<file path="config.mk">
export PLATFORM = sky130hd
export DESIGN_NAME = bsq_burst_seq
export DESIGN_NICKNAME = d
export VERILOG_FILES = /design/src/rtl/bsq_pkg.sv /design/src/rtl/bsq_cfg_reg.sv /design/src/rtl/bsq_addr_step.sv /design/src/rtl/bsq_seq_core.sv /design/src/rtl/bsq_burst_seq.sv
export SDC_FILE = /design/constraint.sdc
export NUM_CORES = 1
export LEC_CHECK = 0
export BUFFER_PORTS_ARGS = -buffer_cell sky130_fd_sc_hd__buf_2
export CAP_MARGIN = 5
export CORE_ASPECT_RATIO = 1.2
export CORE_UTILIZATION = 40
export DETAILED_ROUTE_END_ITERATION = 10
export GPL_ROUTABILITY_DRIVEN = 0
export PLACE_DENSITY = 0.65
export REMOVE_ABC_BUFFERS = 1
export SYNTH_ARGS = -nofsm -noshare
export SYNTH_HDL_FRONTEND = slang
export SYNTH_SLANG_ARGS = --single-unit
</file>
<file path="constraint.sdc">
create_clock -name clk -period 2 [get_ports clk]
set_clock_uncertainty 0.2 [all_clocks]
set_input_delay 0.1 -clock clk [delete_from_list [all_inputs] [get_ports clk]]
set_output_delay 0.1 -clock clk [all_outputs]
set_load 0.05 [all_outputs]
</file>
<file path="src/rtl/bsq_pkg.sv">
package bsq_pkg;

   localparam int CFG_W = 16;

   typedef struct packed {
      logic       rd_sync;
      logic       stby_dis;
      logic [2:0] first_lat;
      logic       rsv10;
      logic       slow_next;
      logic       rdy_hi;
      logic [3:0] rsv_lo;
      logic       wrap_en;
      logic [2:0] len_code;
   } bsq_cfg_t;

   typedef enum logic [1:0] {LEN4, LEN8, LENC} bsq_len_e;

   typedef enum logic [1:0] {ST_IDLE, ST_LAT, ST_BURST} bsq_state_e;

   function automatic bsq_len_e decode_len(input logic [2:0] code);
      case (code)
         3'b001:  return LEN4;
         3'b010:  return LEN8;
         default: return LENC;
      endcase
   endfunction

   // beats remaining after the first one; zero for continuous
   function automatic logic [2:0] extra_beats(input bsq_len_e len);
      case (len)
         LEN4:    return 3'd3;
         LEN8:    return 3'd7;
         default: return 3'd0;
      endcase
   endfunction

endpackage

</file>
<file path="src/rtl/bsq_cfg_reg.sv">
module bsq_cfg_reg
   import bsq_pkg::*;
(
   input  logic             clk,
   input  logic             rst_n,
   input  logic             we,
   input  logic [CFG_W-1:0] wdata,
   output bsq_cfg_t         cfg
);

   localparam bsq_cfg_t CFG_RST = '0;

   always_ff @(posedge clk or negedge rst_n) begin
      if (!rst_n)  cfg <= CFG_RST;
      else if (we) cfg <= bsq_cfg_t'(wdata);
   end

   // the stored word only moves on a write
   p_cfg_hold_r3: assert property (@(posedge clk) disable iff (!rst_n)
      !we |=> $stable(cfg));

endmodule

</file>
<file path="src/rtl/bsq_addr_step.sv">
module bsq_addr_step
   import bsq_pkg::*;
#(
   parameter int AW = 20
) (
   input  logic [AW-1:0] cur,
   input  bsq_len_e      len,
   input  logic          wrap,
   output logic [AW-1:0] nxt,
   output logic [AW-1:0] grp_mask
);

   localparam int NGRP = 2;   // wrap groups of 4 and 8 words

   logic [AW-1:0] cand [NGRP];
   logic [AW-1:0] gmsk [NGRP];

   if (AW < 4) begin : g_bad_aw
      $error("bsq_addr_step: AW must be at least 4");
   end

   for (genvar g = 0; g < NGRP; g++) begin : g_grp
      localparam int GB = g + 2;
      assign cand[g] = {cur[AW-1:GB], cur[GB-1:0] + 1'b1};
      assign gmsk[g] = {{(AW-GB){1'b0}}, {GB{1'b1}}};
   end

   always_comb begin
      nxt      = cur + 1'b1;
      grp_mask = '1;
      if (wrap && len == LEN4) begin
         nxt      = cand[0];
         grp_mask = gmsk[0];
      end else if (wrap && len == LEN8) begin
         nxt      = cand[1];
         grp_mask = gmsk[1];
      end
   end

endmodule

</file>
<file path="src/rtl/bsq_seq_core.sv">
module bsq_seq_core
   import bsq_pkg::*;
#(
   parameter int AW = 20
) (
   input  logic          clk,
   input  logic          rst_n,
   input  bsq_cfg_t      cfg,
   input  logic          latch_n,
   input  logic [AW-1:0] addr_in,
   input  logic          adv,
   input  logic          stop,
   input  logic [AW-1:0] nxt_addr,
   input  logic [AW-1:0] grp_mask,
   output logic [AW-1:0] addr_q,
   output logic          dv_q,
   output bsq_len_e      len_s,
   output logic          wrap_s,
   output logic          pol_s
);

   localparam int LAT_MAX = 7 + 2;
   localparam int LCW     = $clog2(LAT_MAX + 1);
   localparam int RW      = 3;

   bsq_state_e    state_q;
   logic [LCW-1:0] lat_cnt_q;
   logic [RW-1:0]  rem_q;
   logic           gap_q;
   logic           slow_s;
   logic [AW-1:0]  base_q;
   logic           latch_go;
   logic           unused_cfg;

   assign latch_go   = cfg.rd_sync && !latch_n;
   assign unused_cfg = ^{cfg.stby_dis, cfg.rsv10, cfg.rsv_lo};

   always_ff @(posedge clk or negedge rst_n) begin
      if (!rst_n) begin
         state_q   <= ST_IDLE;
         lat_cnt_q <= '0;
         rem_q     <= '0;
         gap_q     <= 1'b0;
         slow_s    <= 1'b0;
         base_q    <= '0;
         addr_q    <= '0;
         dv_q      <= 1'b0;
         len_s     <= LENC;
         wrap_s    <= 1'b0;
         pol_s     <= 1'b0;
      end else if (stop) begin
         state_q <= ST_IDLE;
         dv_q    <= 1'b0;
      end else if (latch_go) begin
         state_q   <= ST_LAT;
         base_q    <= addr_in;
         addr_q    <= addr_in;
         dv_q      <= 1'b0;
         gap_q     <= 1'b0;
         lat_cnt_q <= LCW'(cfg.first_lat) + LCW'(2);
         rem_q     <= extra_beats(decode_len(cfg.len_code));
         len_s     <= decode_len(cfg.len_code);
         wrap_s    <= cfg.wrap_en;
         slow_s    <= cfg.slow_next;
         pol_s     <= cfg.rdy_hi;
      end else if (adv) begin
         case (state_q)
            ST_LAT: begin
               if (lat_cnt_q == LCW'(1)) begin
                  state_q <= ST_BURST;
                  dv_q    <= 1'b1;
               end else begin
                  lat_cnt_q <= lat_cnt_q - 1'b1;
               end
            end
            ST_BURST: begin
               if (len_s != LENC && rem_q == '0) begin
                  state_q <= ST_IDLE;
                  dv_q    <= 1'b0;
               end else if (slow_s && !gap_q) begin
                  dv_q  <= 1'b0;
                  gap_q <= 1'b1;
               end else begin
                  addr_q <= nxt_addr;
                  dv_q   <= 1'b1;
                  gap_q  <= 1'b0;
                  if (len_s != LENC) rem_q <= rem_q - 1'b1;
               end
            end
            default: dv_q <= 1'b0;
         endcase
      end
   end

   // nothing is flagged outside a burst
   p_idle_quiet_r9: assert property (@(posedge clk) disable iff (!rst_n)
      state_q == ST_IDLE |-> !dv_q);

   // a held advance freezes the address and strobe
   p_hold_r10: assert property (@(posedge clk) disable iff (!rst_n)
      (state_q != ST_IDLE && !adv && !stop && !latch_go)
      |=> ($stable(addr_q) && $stable(dv_q)));

   // wrapped beats never leave the aligned group of the start address
   p_wrap_group_r7: assert property (@(posedge clk) disable iff (!rst_n)
      (dv_q && wrap_s && len_s != LENC)
      |-> ((addr_q & ~grp_mask) == (base_q & ~grp_mask)));

   // back-to-back linear beats step by one word
   p_seq_step_r8: assert property (@(posedge clk) disable iff (!rst_n)
      (dv_q && $past(dv_q) && $past(state_q == ST_BURST)
       && $past(adv && !stop && !latch_go) && !(wrap_s && len_s != LENC))
      |-> addr_q == $past(addr_q) + 1'b1);

   // a stop request clears the strobe on the next cycle
   p_stop_r11: assert property (@(posedge clk) disable iff (!rst_n)
      stop |=> !dv_q);

endmodule

</file>
<file path="src/rtl/bsq_burst_seq.sv">
module bsq_burst_seq
   import bsq_pkg::*;
#(
   parameter int AW = 20
) (
   input  logic          clk,
   input  logic          rst_n,
   input  logic          cfg_we,
   input  logic [15:0]   cfg_wdata,
   input  logic          latch_n,
   input  logic [AW-1:0] addr_in,
   input  logic          burst_adv,
   input  logic          burst_stop,
   output logic [AW-1:0] mem_addr,
   output logic          data_valid,
   output logic          ready_o,
   output logic          sync_mode
);

   bsq_cfg_t      cfg;
   bsq_len_e      len_s;
   logic          wrap_s;
   logic          pol_s;
   logic [AW-1:0] nxt_addr;
   logic [AW-1:0] grp_mask;

   bsq_cfg_reg u_cfg (
      .clk   (clk),
      .rst_n (rst_n),
      .we    (cfg_we),
      .wdata (cfg_wdata),
      .cfg   (cfg)
   );

   bsq_addr_step #(.AW(AW)) u_step (
      .cur      (mem_addr),
      .len      (len_s),
      .wrap     (wrap_s),
      .nxt      (nxt_addr),
      .grp_mask (grp_mask)
   );

   bsq_seq_core #(.AW(AW)) u_core (
      .clk      (clk),
      .rst_n    (rst_n),
      .cfg      (cfg),
      .latch_n  (latch_n),
      .addr_in  (addr_in),
      .adv      (burst_adv),
      .stop     (burst_stop),
      .nxt_addr (nxt_addr),
      .grp_mask (grp_mask),
      .addr_q   (mem_addr),
      .dv_q     (data_valid),
      .len_s    (len_s),
      .wrap_s   (wrap_s),
      .pol_s    (pol_s)
   );

   assign ready_o   = pol_s ? data_valid : !data_valid;
   assign sync_mode = cfg.rd_sync;

endmodule

</file>
* Word level (Yosys, flattened, before mapping)
Cells that the tools add are included.
** Word-level totals
- Bits of input ports :: 42
- Register bits after elaboration :: 46
- Output and inout bits :: 23
- Latch bits :: 0
- Memory bits (writable) :: 0
- Bits in read-only memories :: 0
- Memories kept :: 0
** Cells by class
- Reductions and logical operators :: 26
- Multiply operators :: 0
- Shift-type cells :: 0
- Div/mod/pow operators :: 0
- Add/subtract/negate cells :: 6
- Eq/ne operators :: 15
- Multiplexer cells :: 40
- Bitwise gates (word level) :: 1
- Magnitude comparators :: 0
** Operators with widths (count)
- two-way mux 20 bit :: 7
- adder 20 x 1 -> 20 bit (second input constant) :: 1
- two-way mux 3 bit :: 6
- two-way mux 4 bit :: 4
- two-way mux 2 bit :: 7
- two-way mux 1 bit :: 12
- AND reduction 4 bit :: 3
- AND reduction 6 bit :: 2
- != test 2 x 1 -> 1 bit (second input constant) :: 5
- != test 4 x 2 -> 1 bit (second input constant) :: 2
- case mux 2 bit (2 select lines) :: 2
- nonzero test 2 bit :: 4
- AND reduction 7 bit :: 1
- equality test 2 x 1 -> 1 bit (second input constant) :: 3
- case mux 3 bit (2 select lines) :: 1
- logical AND 1 bit :: 5
- AND reduction 5 bit :: 1
- adder 3 x 2 -> 4 bit (second input constant) :: 1
- equality test 4 x 1 -> 1 bit (second input constant) :: 1
- zero test 2 bit :: 2
- AND reduction 2 bit :: 2
- nonzero test 4 bit :: 1
- subtractor 4 x 1 -> 4 bit (second input constant) :: 1
- adder 3 x 1 -> 3 bit (second input constant) :: 1
- other kinds (11) :: 13

* Logic depth before layout (Yosys ltp)
- Depth after elaboration :: 9
- Gate-level depth with buffers :: 8
- Depth with buffers taken out :: 7

* By module
A second synthesis with hierarchy kept.
** Unflattened totals
- Cells, all modules :: 327
- Area, all modules :: 3198.1 µm²
** By module, submodules not included
- bsq_seq_core :: area an instance 2025.7 µm², times used 1, seq. area each 902.1 µm², cells each 221
- bsq_cfg_reg :: area an instance 649.4 µm², times used 1, seq. area each 400.4 µm², cells each 34
- bsq_addr_step :: area an instance 514.2 µm², times used 1, seq. area each 0.0 µm², cells each 71
- bsq_burst_seq :: area an instance 8.8 µm², times used 1, seq. area each 0.0 µm², cells each 1

* Worst setup path after synthesis
OpenSTA, ideal clock, no wires.
- Kind :: register to register
- Start :: reg u_core.addr_q[0]
- End :: reg u_core.addr_q[16]
- Setup slack :: -0.343 ns
- Cell stages (with the launch flop) :: 7
- Required time :: 1.718 ns
- Arrival :: 2.061 ns
- Buffers on the path :: 0
- Period minus slack after synthesis :: 2.343 ns
- Path through :: dfrtp_1 -> ha_1 -> nand3_1 -> nor3_2 -> nand4_1 -> o31a_1 -> o22ai_1
** Between the ends
- Longest elaborated chain between the ends :: 8
** RTL lines
- start: declaration :: RTL line bsq_seq_core.sv:15 : output logic [AW-1:0] addr_q,
- start signal: assignment :: RTL line bsq_seq_core.sv:57 : addr_q <= addr_in;
- start signal: assignment :: RTL line bsq_seq_core.sv:84 : addr_q <= nxt_addr;
- adder 20 x 1 -> 20 bit :: RTL line bsq_addr_step.sv:29 : nxt = cur + 1'b1;
- two-way mux 20 bit :: RTL line bsq_addr_step.sv:34 : end else if (wrap && len == LEN8) begin
- two-way mux 20 bit :: RTL line bsq_addr_step.sv:31 : if (wrap && len == LEN4) begin
- two-way mux 20 bit :: RTL line bsq_seq_core.sv:80 : end else if (slow_s && !gap_q) begin
- two-way mux 20 bit :: RTL line bsq_seq_core.sv:77 : if (len_s != LENC && rem_q == '0) begin
- two-way mux 20 bit :: RTL line bsq_seq_core.sv:67 : case (state_q)
- two-way mux 20 bit :: RTL line bsq_seq_core.sv:66 : end else if (adv) begin
- two-way mux 20 bit :: RTL line bsq_seq_core.sv:54 : end else if (latch_go) begin
No other way between the ends. The select of a mux whose other input is x is not followed.
A chain may end at the register's enable or synchronous reset.

* Worst setup path in the final report
- Start :: reg u_core.rem_q[1]
- End :: reg u_core.addr_q[0]
** Between the ends
- Longest elaborated chain between the ends :: 4
** RTL lines
- start: declaration :: RTL line bsq_seq_core.sv:28 : logic [RW-1:0] rem_q;
- start signal: assignment :: RTL line bsq_seq_core.sv:61 : rem_q <= extra_beats(decode_len(cfg.len_code));
- start signal: assignment :: RTL line bsq_seq_core.sv:87 : if (len_s != LENC) rem_q <= rem_q - 1'b1;
- zero test 3 bit :: RTL line bsq_seq_core.sv:77
- logical AND 1 bit :: RTL line bsq_seq_core.sv:77
- != test 2 x 1 -> 1 bit (no source line)
- AND reduction 5 bit (no source line)
No other way between the ends.

==> flow_summary.json <==
{
  "cts_tree": "yes",
  "final_cell_mix": "buf_2 (58), dfrtp_1 (45), dlygate4sd3_1 (32), buf_4 (32), nand2_1 (25)",
  "crit-reg2reg-launch": "u_core.rem_q[1]",
  "ys_ff_latch": 46,
  "ys_warn_count": 0,
  "viasPerCell": 5.30,
  "switching_power_w": 0.00183,
  "layout.cells.non_filler": 497,
  "critical-path-max-stage-delay_ps": 380,
  "clock_path_buffers": 2,
  "layout_commonest_cell": "buf_2",
  "tns_ps": -653,
  "power.share.switching_pct": 43.2,
  "grtUsageTotal_pct": 20.5,
  "rsz0062_at_grt": "true",
  "wl_per_cell_um": 14.1,
  "max_slew_margin_pct": 61.5,
  "dpl.cell_count": 445,
  "slew_violations": 0,
  "p_total_w": 0.00424,
  "antenna_left": 0,
  "die_area_um2": 6950,
  "synth_cells": 286,
  "die_h_um": 91.1,
  "outcome": "finished, violations left",
  "hp-class": "in -> reg",
  "cp-end-kind": "register",
  "criticalPathCategory": "reg -> reg",
  "synth-async-reset-ratio_pct": 100,
  "violations": "negative setup slack",
  "fin_crit_sh_pct": 105,
  "worstMarginPinSlew_ps": 577,
  "design.portCount": 65,
  "dpl.hpwl_mm": 4.59,
  "syn_area_um2": 2650,
  "p_per_area_nw_per_um2": 1100,
  "worstPathRequired_ps": 1990,
  "grt-ovfl-total": 0,
  "ys.flop_type": "dfrtp_1",
  "p_seq_share_pct": 34.2,
  "cts_made_buffers": 5,
  "crit_fanout": 4,
  "period_needed_ps": 2090,
  "synthToLayoutAreaGrowth_pct": 45.5,
  "rows": 32,
  "startpoint_type": "register",
  "htree_levels": 2,
  "antenna_found_initial": 0,
  "path_cells": "inv_2 > ha_4 > nor2b_4 > a221o_1 > buf_6 > a21oi_4 > buf_6 > mux2i_1 > nand2_1",
  "cellLeakagePower_nw": 1.72,
  "cts.sinks": 46,
  "cp_data_arrival_time_ps": 2080,
  "io_buffer_count": 58,
  "hold_violations": 0,
  "num_vias": 2635,
  "initial_utilization_pct": 41.3,
  "grt_pass1_wl_mm": 11.5,
  "layout.nets": 461,
  "critPathCapture": "u_core.addr_q[0]",
  "post_synth_num_cell_types": 47,
  "p_clk_share_pct": 17.3,
  "path_clk_slew_ps": 80,
  "avgSynthCellArea_um2": 9.25,
  "grt_max_degree": 29,
  "clock.fmax_mhz": 477,
  "peakVddDrop_uv": 599,
  "core-area_um2": 6410,
  "drive_above_1_share_pct": 35.7,
  "cpMostUsedCell": "buf_6",
  "drt_drc_violations_left": 0,
  "timing.reg2reg.setup_slack_ps": -90,
  "synth-edff-count": 0,
  "pwr-share-comb_pct": 48.5,
  "die_x_um": 76.3,
  "grt_pass1_vias": 2636,
  "first_pass_iters": 4,
  "cp_slowest_cell": "dfrtp_1",
  "pre_cts_slack_ps": -140,
  "yosysSeqAreaShare_pct": 43.5,
  "setup_viol": 19,
  "drtIter0Drc": 167,
  "worst_slack_ps": -94.3,
  "final_core_util_pct": 60.1,
  "critPathLaunch": "u_core.rem_q[1]",
  "reg2reg_depth": 9,
  "root_buffer": "clkbuf_8",
  "maxCapViolations": 0,
  "intPower_w": 0.00241,
  "routed_wl_mm": 7.02,
  "rr_endpoint": "u_core.addr_q[0]",
  "clk_latency_ps": 310,
  "n_antenna_cell": 0
}
## stage by stage
stage	area, um^2	hold slack (ps)
global placement	3220	-75.4
global route	3850	6.13
floorplan	2560	-396
CTS	3730	4.86
finish	3850	9.94
detailed placement	3220	-78.4
## worst min path at each step
stage / startpoint / endpoint / slack (ps) / cells past startpoint
2_1_floorplan: rst_n / u_cfg.cfg[0] / -400 / 0
3_3_place_gp: rst_n / u_core.addr_q[11] / -80 / 1
3_5_place_dp: rst_n / u_core.addr_q[13] / -80 / 1
4_1_cts: addr_in[2] / u_core.addr_q[2] / 5 / 3
5_1_grt: addr_in[2] / u_core.addr_q[2] / 6 / 3
6_report: addr_in[2] / u_core.addr_q[2] / 10 / 3
## worst max-delay path, delay by kind of cell (launching register included)
family | cells | cell delay, ps
AOI/OAI and AO/OA | 2 | 550
adders and majority gates | 1 | 150
buffers and inverters | 3 | 360
DFF | 1 | 380
muxes | 1 | 170
and+or+nand+nor | 2 | 190
## Yosys cell counts (8+ instances only)
cell type / instances / area share, %
nor2_1: 21 / 3.0
o21ai_0: 13 / 2.5
nand3_1: 12 / 2.3
a21oi_1: 19 / 3.6
o21ai_1: 24 / 4.5
nand2_1: 25 / 3.5
a31oi_1: 8 / 1.9
inv_1: 13 / 1.8
dfrtp_1: 45 / 43
mux2_2: 14 / 6.0
ha_1: 8 / 3.8
## final cells by class
cell class                 instances  area, um^2
clock buffer                       7        86.3
clock inverter                     1        30.0
fill                             584        2550
inverter                          13        48.8
multi-input combinational        213        1450
sequential                        46        1150
tap                               85         106
timing repair buffer             132         981
## layer usage
metal	vias to the layer above	track usage, %	part of all wire (%)
li1	1301	-	-
met1	1264	23.7	44
met2	65	38.1	51
met3	5	3.72	4.2
met4	0	5.93	0.80
met5	-	0	0
## logic make-up (layout without fill, tap and decap cells)
kind of cell               after synthesis  count (layout)  synth area share, %
DFF                                     46              46                 43.5
buffers and inverters                   28             153                 5.01
and+or+nand+nor                         92              92                 17.6
adders and majority gates                8               8                 3.78
muxes                                   16              16                 6.71
xor gates and xnor gates                 2               2                0.662
AOI/OAI and AO/OA                       94              95                 22.7
## repair_timing
action                     4_1_cts  5_1_grt
resized for setup               12       22
gates cloned                     1        0
setup endpoints to repair       23       24
buffers inserted                 5        6
pin swaps                        6        9
hold endpoints to repair        60        0
hold buffers                    32        0
## state kept, by name, indices dropped and copies added (netlist names)
name	cells
u_core.addr_q	20
u_cfg.cfg	10
u_core.lat_cnt_q	4
u_core.rem_q	3
u_core.len_s	2
u_core.state_q	2
u_core.dv_q	1
u_core.gap_q	1
u_core.pol_s	1
u_core.slow_s	1
u_core.wrap_s	1
## power by group through the flow
stage / Combinational (W) / Sequential (W) / Clock (W)
final: 0.00206 / 0.00145 / 0.000732
after global routing: 0.00222 / 0.00149 / 0.000776
after CTS: 0.00197 / 0.00144 / 0.000738
after detailed placement: 0.00182 / 0.00145 / 0
after global placement: 0.00179 / 0.00144 / 0
after floorplan: 0.000656 / 0.00199 / 0
Power figures use the tool's default switching activity.
